### src/rtl/ddrdes_pkg.sv
// Package ddrdes_pkg
// Shared types and helpers for the double-edge word deserializer.
// Assumes: callers pass limits with min <= max.
package ddrdes_pkg;

    // Per-cycle action that the controller broadcasts to every lane.
    typedef enum logic [2:0] {
        ACT_HOLD     = 3'd0,  // not aligned yet, nothing shifts
        ACT_START_RF = 3'd1,  // new word starts with the rise bit
        ACT_START_F  = 3'd2,  // new word starts with the fall bit
        ACT_SHIFT2   = 3'd3,  // both bits join the current word
        ACT_END_F    = 3'd4,  // word completes on the fall bit
        ACT_END_R    = 3'd5   // word completes on the rise bit, fall bit carries
    } act_e;

    // Limit a requested value to [lo, hi].
    function automatic int clamp_int(input int v, input int lo, input int hi);
        if (v < lo) return lo;
        if (v > hi) return hi;
        return v;
    endfunction

endpackage

### src/rtl/ddrdes_cfg.sv
// Module ddrdes_cfg
// Turns the raw width and lane-count requests into an effective width
// and a per-lane enable mask. Out-of-range requests are clamped.
// Assumes: W_MIN <= W_MAX and N_LANES >= 2.
module ddrdes_cfg
    import ddrdes_pkg::*;
#(
    parameter int N_LANES = 4,
    parameter int W_MIN   = 12,
    parameter int W_MAX   = 20,
    parameter int WCW     = $clog2(W_MAX + 1),
    parameter int LCW     = $clog2(N_LANES + 1)
) (
    input  logic [WCW-1:0]     cfg_width,
    input  logic [LCW-1:0]     cfg_lanes,
    output logic [WCW-1:0]     eff_width,
    output logic [N_LANES-1:0] lane_en
);

    int eff_lanes;

    // Clamp the width and the lane count to their legal ranges.
    always_comb begin
        eff_width = WCW'(clamp_int(int'(cfg_width), W_MIN, W_MAX));
        eff_lanes = clamp_int(int'(cfg_lanes), 2, N_LANES);
    end

    // One enable per lane: lanes below the effective count are active.
    for (genvar k = 0; k < N_LANES; k++) begin : g_en
        assign lane_en[k] = (k < eff_lanes);
    end

endmodule

### src/rtl/ddrdes_ctrl.sv
// Module ddrdes_ctrl
// Shared bit counter. It decides, once per cycle, what every lane does
// with its rise/fall pair and produces the aligned word-valid pulse.
// Assumes: eff_width >= 3, so a word never completes on its start cycle,
// and the width is static while a word is being assembled.
module ddrdes_ctrl
    import ddrdes_pkg::*;
#(
    parameter int W_MAX = 20,
    parameter int WCW   = $clog2(W_MAX + 1)
) (
    input  logic           clk,
    input  logic           rst_n,
    input  logic           sow,
    input  logic           sow_fall,
    input  logic [WCW-1:0] eff_width,
    output act_e           act,
    output logic           word_valid,
    output logic           run_active
);

    logic [WCW-1:0] cnt_q;
    logic [WCW-1:0] cnt_d;
    logic           run_d;
    logic [WCW:0]   plus1;
    logic [WCW:0]   plus2;
    logic [WCW:0]   wid_x;

    // Choose this cycle's action and the next bit count.
    always_comb begin
        plus1 = {1'b0, cnt_q} + (WCW+1)'(1);
        plus2 = {1'b0, cnt_q} + (WCW+1)'(2);
        wid_x = {1'b0, eff_width};
        act   = ACT_HOLD;
        cnt_d = cnt_q;
        run_d = run_active;
        if (sow) begin
            run_d = 1'b1;
            if (sow_fall) begin
                act   = ACT_START_F;
                cnt_d = WCW'(1);
            end else begin
                act   = ACT_START_RF;
                cnt_d = WCW'(2);
            end
        end else if (run_active) begin
            if (plus1 >= wid_x) begin
                act   = ACT_END_R;
                cnt_d = WCW'(1);
            end else if (plus2 >= wid_x) begin
                act   = ACT_END_F;
                cnt_d = '0;
            end else begin
                act   = ACT_SHIFT2;
                cnt_d = plus2[WCW-1:0];
            end
        end
    end

    // Register the count, the aligned flag and the completion pulse.
    always_ff @(posedge clk) begin
        if (!rst_n) begin
            cnt_q      <= '0;
            run_active <= 1'b0;
            word_valid <= 1'b0;
        end else begin
            cnt_q      <= cnt_d;
            run_active <= run_d;
            word_valid <= (act == ACT_END_F) || (act == ACT_END_R);
        end
    end

endmodule

### src/rtl/ddrdes_lane.sv
// Module ddrdes_lane
// One lane's shift register and word-holding register. It follows the
// action chosen by the controller. The held word is gated to zero when
// the lane is disabled.
// Assumes: W_MAX >= 3; the action sequence keeps the shifted bit count
// below the width in use.
module ddrdes_lane
    import ddrdes_pkg::*;
#(
    parameter int W_MAX = 20
) (
    input  logic             clk,
    input  logic             rst_n,
    input  act_e             act,
    input  logic             rise_bit,
    input  logic             fall_bit,
    input  logic             lane_en,
    output logic [W_MAX-1:0] word
);

    logic [W_MAX-1:0] sh_q;
    logic [W_MAX-1:0] word_q;

    // Shift incoming bits MSB first and capture completed words.
    always_ff @(posedge clk) begin
        if (!rst_n) begin
            sh_q   <= '0;
            word_q <= '0;
        end else begin
            unique case (act)
                ACT_START_RF: sh_q <= {{(W_MAX-2){1'b0}}, rise_bit, fall_bit};
                ACT_START_F:  sh_q <= {{(W_MAX-1){1'b0}}, fall_bit};
                ACT_SHIFT2:   sh_q <= {sh_q[W_MAX-3:0], rise_bit, fall_bit};
                ACT_END_F: begin
                    word_q <= {sh_q[W_MAX-3:0], rise_bit, fall_bit};
                    sh_q   <= '0;
                end
                ACT_END_R: begin
                    word_q <= {sh_q[W_MAX-2:0], rise_bit};
                    sh_q   <= {{(W_MAX-1){1'b0}}, fall_bit};
                end
                default: ;
            endcase
        end
    end

    // Disabled lanes present zero.
    assign word = lane_en ? word_q : '0;

endmodule

### src/rtl/ddr_word_deser.sv
// Module ddr_word_deser (top)
// Multi-lane deserializer for double-edge serial data. Each cycle it
// takes one rise/fall bit pair per lane and builds MSB-first words of a
// run-time width. All active lanes get a single aligned valid pulse.
// Assumes: lanes are already deskewed so that they share word alignment,
// the pair stream is continuous, and the configuration is changed only
// between words (a following sow re-aligns).
module ddr_word_deser
    import ddrdes_pkg::*;
#(
    parameter int N_LANES = 4,
    parameter int W_MIN   = 12,
    parameter int W_MAX   = 20,
    localparam int WCW    = $clog2(W_MAX + 1),
    localparam int LCW    = $clog2(N_LANES + 1)
) (
    input  logic                     clk,
    input  logic                     rst_n,
    input  logic                     sow,
    input  logic                     sow_fall,
    input  logic [N_LANES-1:0]       rise_in,
    input  logic [N_LANES-1:0]       fall_in,
    input  logic [WCW-1:0]           cfg_width,
    input  logic [LCW-1:0]           cfg_lanes,
    output logic                     word_valid,
    output logic [N_LANES*W_MAX-1:0] word_o
);

    logic [WCW-1:0]     eff_width;
    logic [N_LANES-1:0] lane_en;
    logic               run_active;
    act_e               act;

    ddrdes_cfg #(
        .N_LANES (N_LANES),
        .W_MIN   (W_MIN),
        .W_MAX   (W_MAX),
        .WCW     (WCW),
        .LCW     (LCW)
    ) u_cfg (
        .cfg_width (cfg_width),
        .cfg_lanes (cfg_lanes),
        .eff_width (eff_width),
        .lane_en   (lane_en)
    );

    ddrdes_ctrl #(
        .W_MAX (W_MAX),
        .WCW   (WCW)
    ) u_ctrl (
        .clk        (clk),
        .rst_n      (rst_n),
        .sow        (sow),
        .sow_fall   (sow_fall),
        .eff_width  (eff_width),
        .act        (act),
        .word_valid (word_valid),
        .run_active (run_active)
    );

    for (genvar k = 0; k < N_LANES; k++) begin : g_lane
        ddrdes_lane #(
            .W_MAX (W_MAX)
        ) u_lane (
            .clk      (clk),
            .rst_n    (rst_n),
            .act      (act),
            .rise_bit (rise_in[k]),
            .fall_bit (fall_in[k]),
            .lane_en  (lane_en[k]),
            .word     (word_o[k*W_MAX +: W_MAX])
        );
    end

endmodule

### config.mk
export PLATFORM = sky130hd
export DESIGN_NAME = ddr_word_deser
export DESIGN_NICKNAME = d
export VERILOG_FILES = /design/src/rtl/ddrdes_pkg.sv /design/src/rtl/ddrdes_cfg.sv /design/src/rtl/ddrdes_ctrl.sv /design/src/rtl/ddrdes_lane.sv /design/src/rtl/ddr_word_deser.sv
export SDC_FILE = /design/constraint.sdc
export NUM_CORES = 1
export LEC_CHECK = 0
export BUFFER_PORTS_ARGS = -buffer_cell sky130_fd_sc_hd__buf_4
export CAP_MARGIN = 20
export CORE_MARGIN = 2
export CORE_UTILIZATION = 50
export DETAILED_ROUTE_END_ITERATION = 6
export PLACE_DENSITY = 0.71
export SLEW_MARGIN = 20
export SYNTH_ARGS = -nofsm -noshare
export SYNTH_HDL_FRONTEND = slang
export SYNTH_SLANG_ARGS = --single-unit
### constraint.sdc
create_clock -name clk -period 4.3 [get_ports clk]
set_input_delay 0.86 -clock clk [delete_from_list [all_inputs] [get_ports clk]]
set_output_delay 0.86 -clock clk [all_outputs]
set_load 0.02 [all_outputs]
==> results.toml <==
[detailed_routing]
drtPass1Iterations = 5
via_per_inst = 5.94
post-route-drc-count = 0
wl_mm = 16.0
ant_nets = 0
drt_iter0_markers = 534
avgRoutedWirePerCell_um = 17.2
vias = 5529

[clock_network]
root_buffer = "clkbuf_16"
cts_tree = "yes"
clk_path_buf_depth = 2
insertion_delay_ps = 410
h-tree-depth = 4
post-cts-setup-buffers = 0
clk_pin_slew_worst_paths_ps = 60
postCtsResizedCells = 0
cts_buffers = 17
cts_hold_buf = 0
cts_sinks = 163

[setup_path]
rr_startpoint = "u_ctrl.cnt_q[1]"
rr_worst_depth = 10
crit_path_start_kind = "input port"
arrival_ps = 3800
crit_start = "cfg_width[4]"
cp-end-kind = "flop"
crit_type = "input port to flop"
path_max_fanout = 45
crit_required_ps = 4640

[timing]
fin_skew_ps = 4.41
rsz0062_at_grt = "false"
slew_headroom = 0.409
fin_setup_tns_ps = 0
max_freq_ghz = 0.289
min_period_ps = 3460
worst_pin_slew_ps = 884
post-route-period-util = 0.806
finalHoldViolCount = 0
setup_viol = 0
drv_slew = 0

[final_layout]
multi_input_area_um2 = 3050
final_area_um2 = 8050
layout-drive-gt1-share = 0.203
nNetsFinal = 775
ff_latch_area_um2 = 3260
nFillCells = 1141
antenna-diode-count = 0
area_growth_syn_to_layout_pct = 18.0

[placement]
gp_congestion = 0.909
dp_hpwl_mm = 9.88
port-buffer-count = 100
place_area_um2 = 7430

[floorplanning]
fp-row-count = 42
start_util = 0.513
core_area_um2 = 13300
die_w_um = 121
die_h_um = 121
design.die.area_um2 = 14600
io_pins = 101

[yosys]
synth_top_family_by_area = "compound AO/OA/AOI/OAI gates"
synth_top_area_frac = 0.479
yosys-top-cells-area = "dfxtp_1 (48%), a2bb2oi_1 (10%), a22o_1 (9.0%)"
yosys_warnings = 0
synth_edf_count = 0
synthCells = 717
yosys.area_share.simple = 0.0604
synthesis.nets = 750
yosysTopAreaCell = "dfxtp_1"
synth_fa_ha_area_frac = 0.0239
synthFlopType = "dfxtp_1"
ys_ff_latch = 163
synth_xor_area_frac = 0.00642
synth-seq-area-share = 0.479
muxShareOfSynthArea = 0
synth.most_common_cell = "dfxtp_1"
ys_async_sr_fraction = 0
synth_compound_area_frac = 0.350
syn_avg_cell_area_um2 = 9.51
synthesis.area_um2 = 6820
synth_top_cells_by_count = "dfxtp_1 (163), a21oi_1 (98), a2bb2oi_1 (80), clkbuf_1 (72), a22o_1 (70)"
ys_types = 37

[grt]
grt.total_usage = 0.224
antenna_found_initial = 0
grt_max_degree = 56
grt_pass1_vias = 5231
overflow = 0
grt_pass1_wl_mm = 26.5

[outcome]
status = "finished clean"

[power_and_ir_drop]
ir_drop_mv = 0.328
power_leakage_nw = 3.28
power_density_nw_per_um2 = 436

[min_path]
holdPathStages = 1
worstHoldStart = "g_lane[3].u_lane.sh_q[18]"
hp-class = "flop to flop"

[flow_run]
maxCapViolations = 0
## worst max-delay path, stage by stage
cell	delay [ps]
buf_4	100
inv_1	80
nor3_1	370
nand2b_1	180
nand2_1	90
ha_1	290
a21boi_0	130
o2111ai_1	420
and3_2	660
buf_12	280
o21ai_0	140
a2bb2oi_1	170
## per-layer routing
layer | GRT usage | wire, um | vias up
li1 | - | - | 2680
met1 | 0.296 | 7220 | 2650
met2 | 0.356 | 7540 | 182
met3 | 0.0533 | 1050 | 17
met4 | 0.0814 | 200 | 0
met5 | 0 | 0 | -
## per-stage QoR
stage	cells	util	hold slack, ps	total power [mW]	setup slack [ps]
global placement	899	0.559	463	1.97	696
CTS	931	0.605	482	3.53	870
global route	931	0.605	494	3.64	599
floorplan	717	-	450	1.87	1330
detailed placement	899	0.559	467	1.98	468
finish	931	0.605	476	3.51	835
## power by group
part / internal, mW / switching [mW]
Sequential: 1.56 / 0.0346
Combinational: 0.147 / 0.211
Clock: 0.973 / 0.583
## logic make-up after synthesis
kind of cell | Yosys count
flip-flops | 163
AND/OR/NAND/NOR | 73
buffers and inverters | 113
adder cells (fa/ha/maj) | 13
AO/OA/AOI/OAI | 350
XOR/XNOR | 5
## final cells by class
type                       instances  area share
sequential                       163       0.406
timing repair buffer             113       0.109
tap                              176      0.0274
inverter                           6     0.00280
clock inverter                     9      0.0157
multi-input combinational        441       0.379
clock buffer                      23      0.0607
## placed cells by master, fill, tap and decap left out, drive strengths merged, types with 2 or more instances in the layout
| cell type | count |
|---|---|
| a2bb2oi | 80 |
| nand3 | 5 |
| a311oi | 4 |
| buf | 113 |
| bufinv | 3 |
| xnor2 | 3 |
| a22o | 70 |
| o21ai | 84 |
| a21oi | 100 |
| nand2b | 3 |
| and2 | 23 |
| ha | 13 |
| a21boi | 2 |
| inv | 6 |
| clkbuf | 23 |
| nand2 | 12 |
| dfxtp | 163 |
| a21o | 2 |
| clkinv | 5 |
| xor2 | 2 |
| a211oi | 4 |
| nor2 | 5 |
| nor2b | 20 |
## worst paths after layout
kind                                                    to  slack, ps
worst max register to register  g_lane[3].u_lane.word_q[3]       1320
worst max-delay path            g_lane[3].u_lane.word_q[3]        840
worst min-delay path             g_lane[3].u_lane.sh_q[18]        480
worst min register to register   g_lane[3].u_lane.sh_q[18]        480
## registers in the layout, indices dropped and copies added (netlist names)
| name | cells |
|---|---|
| g_lane.u_lane.sh_q | 76 |
| g_lane.u_lane.word_q | 80 |
| u_ctrl.cnt_q | 5 |
| u_ctrl.word_valid | 1 |
| u_ctrl.run_active | 1 |
Power figures use the tool's default switching activity.
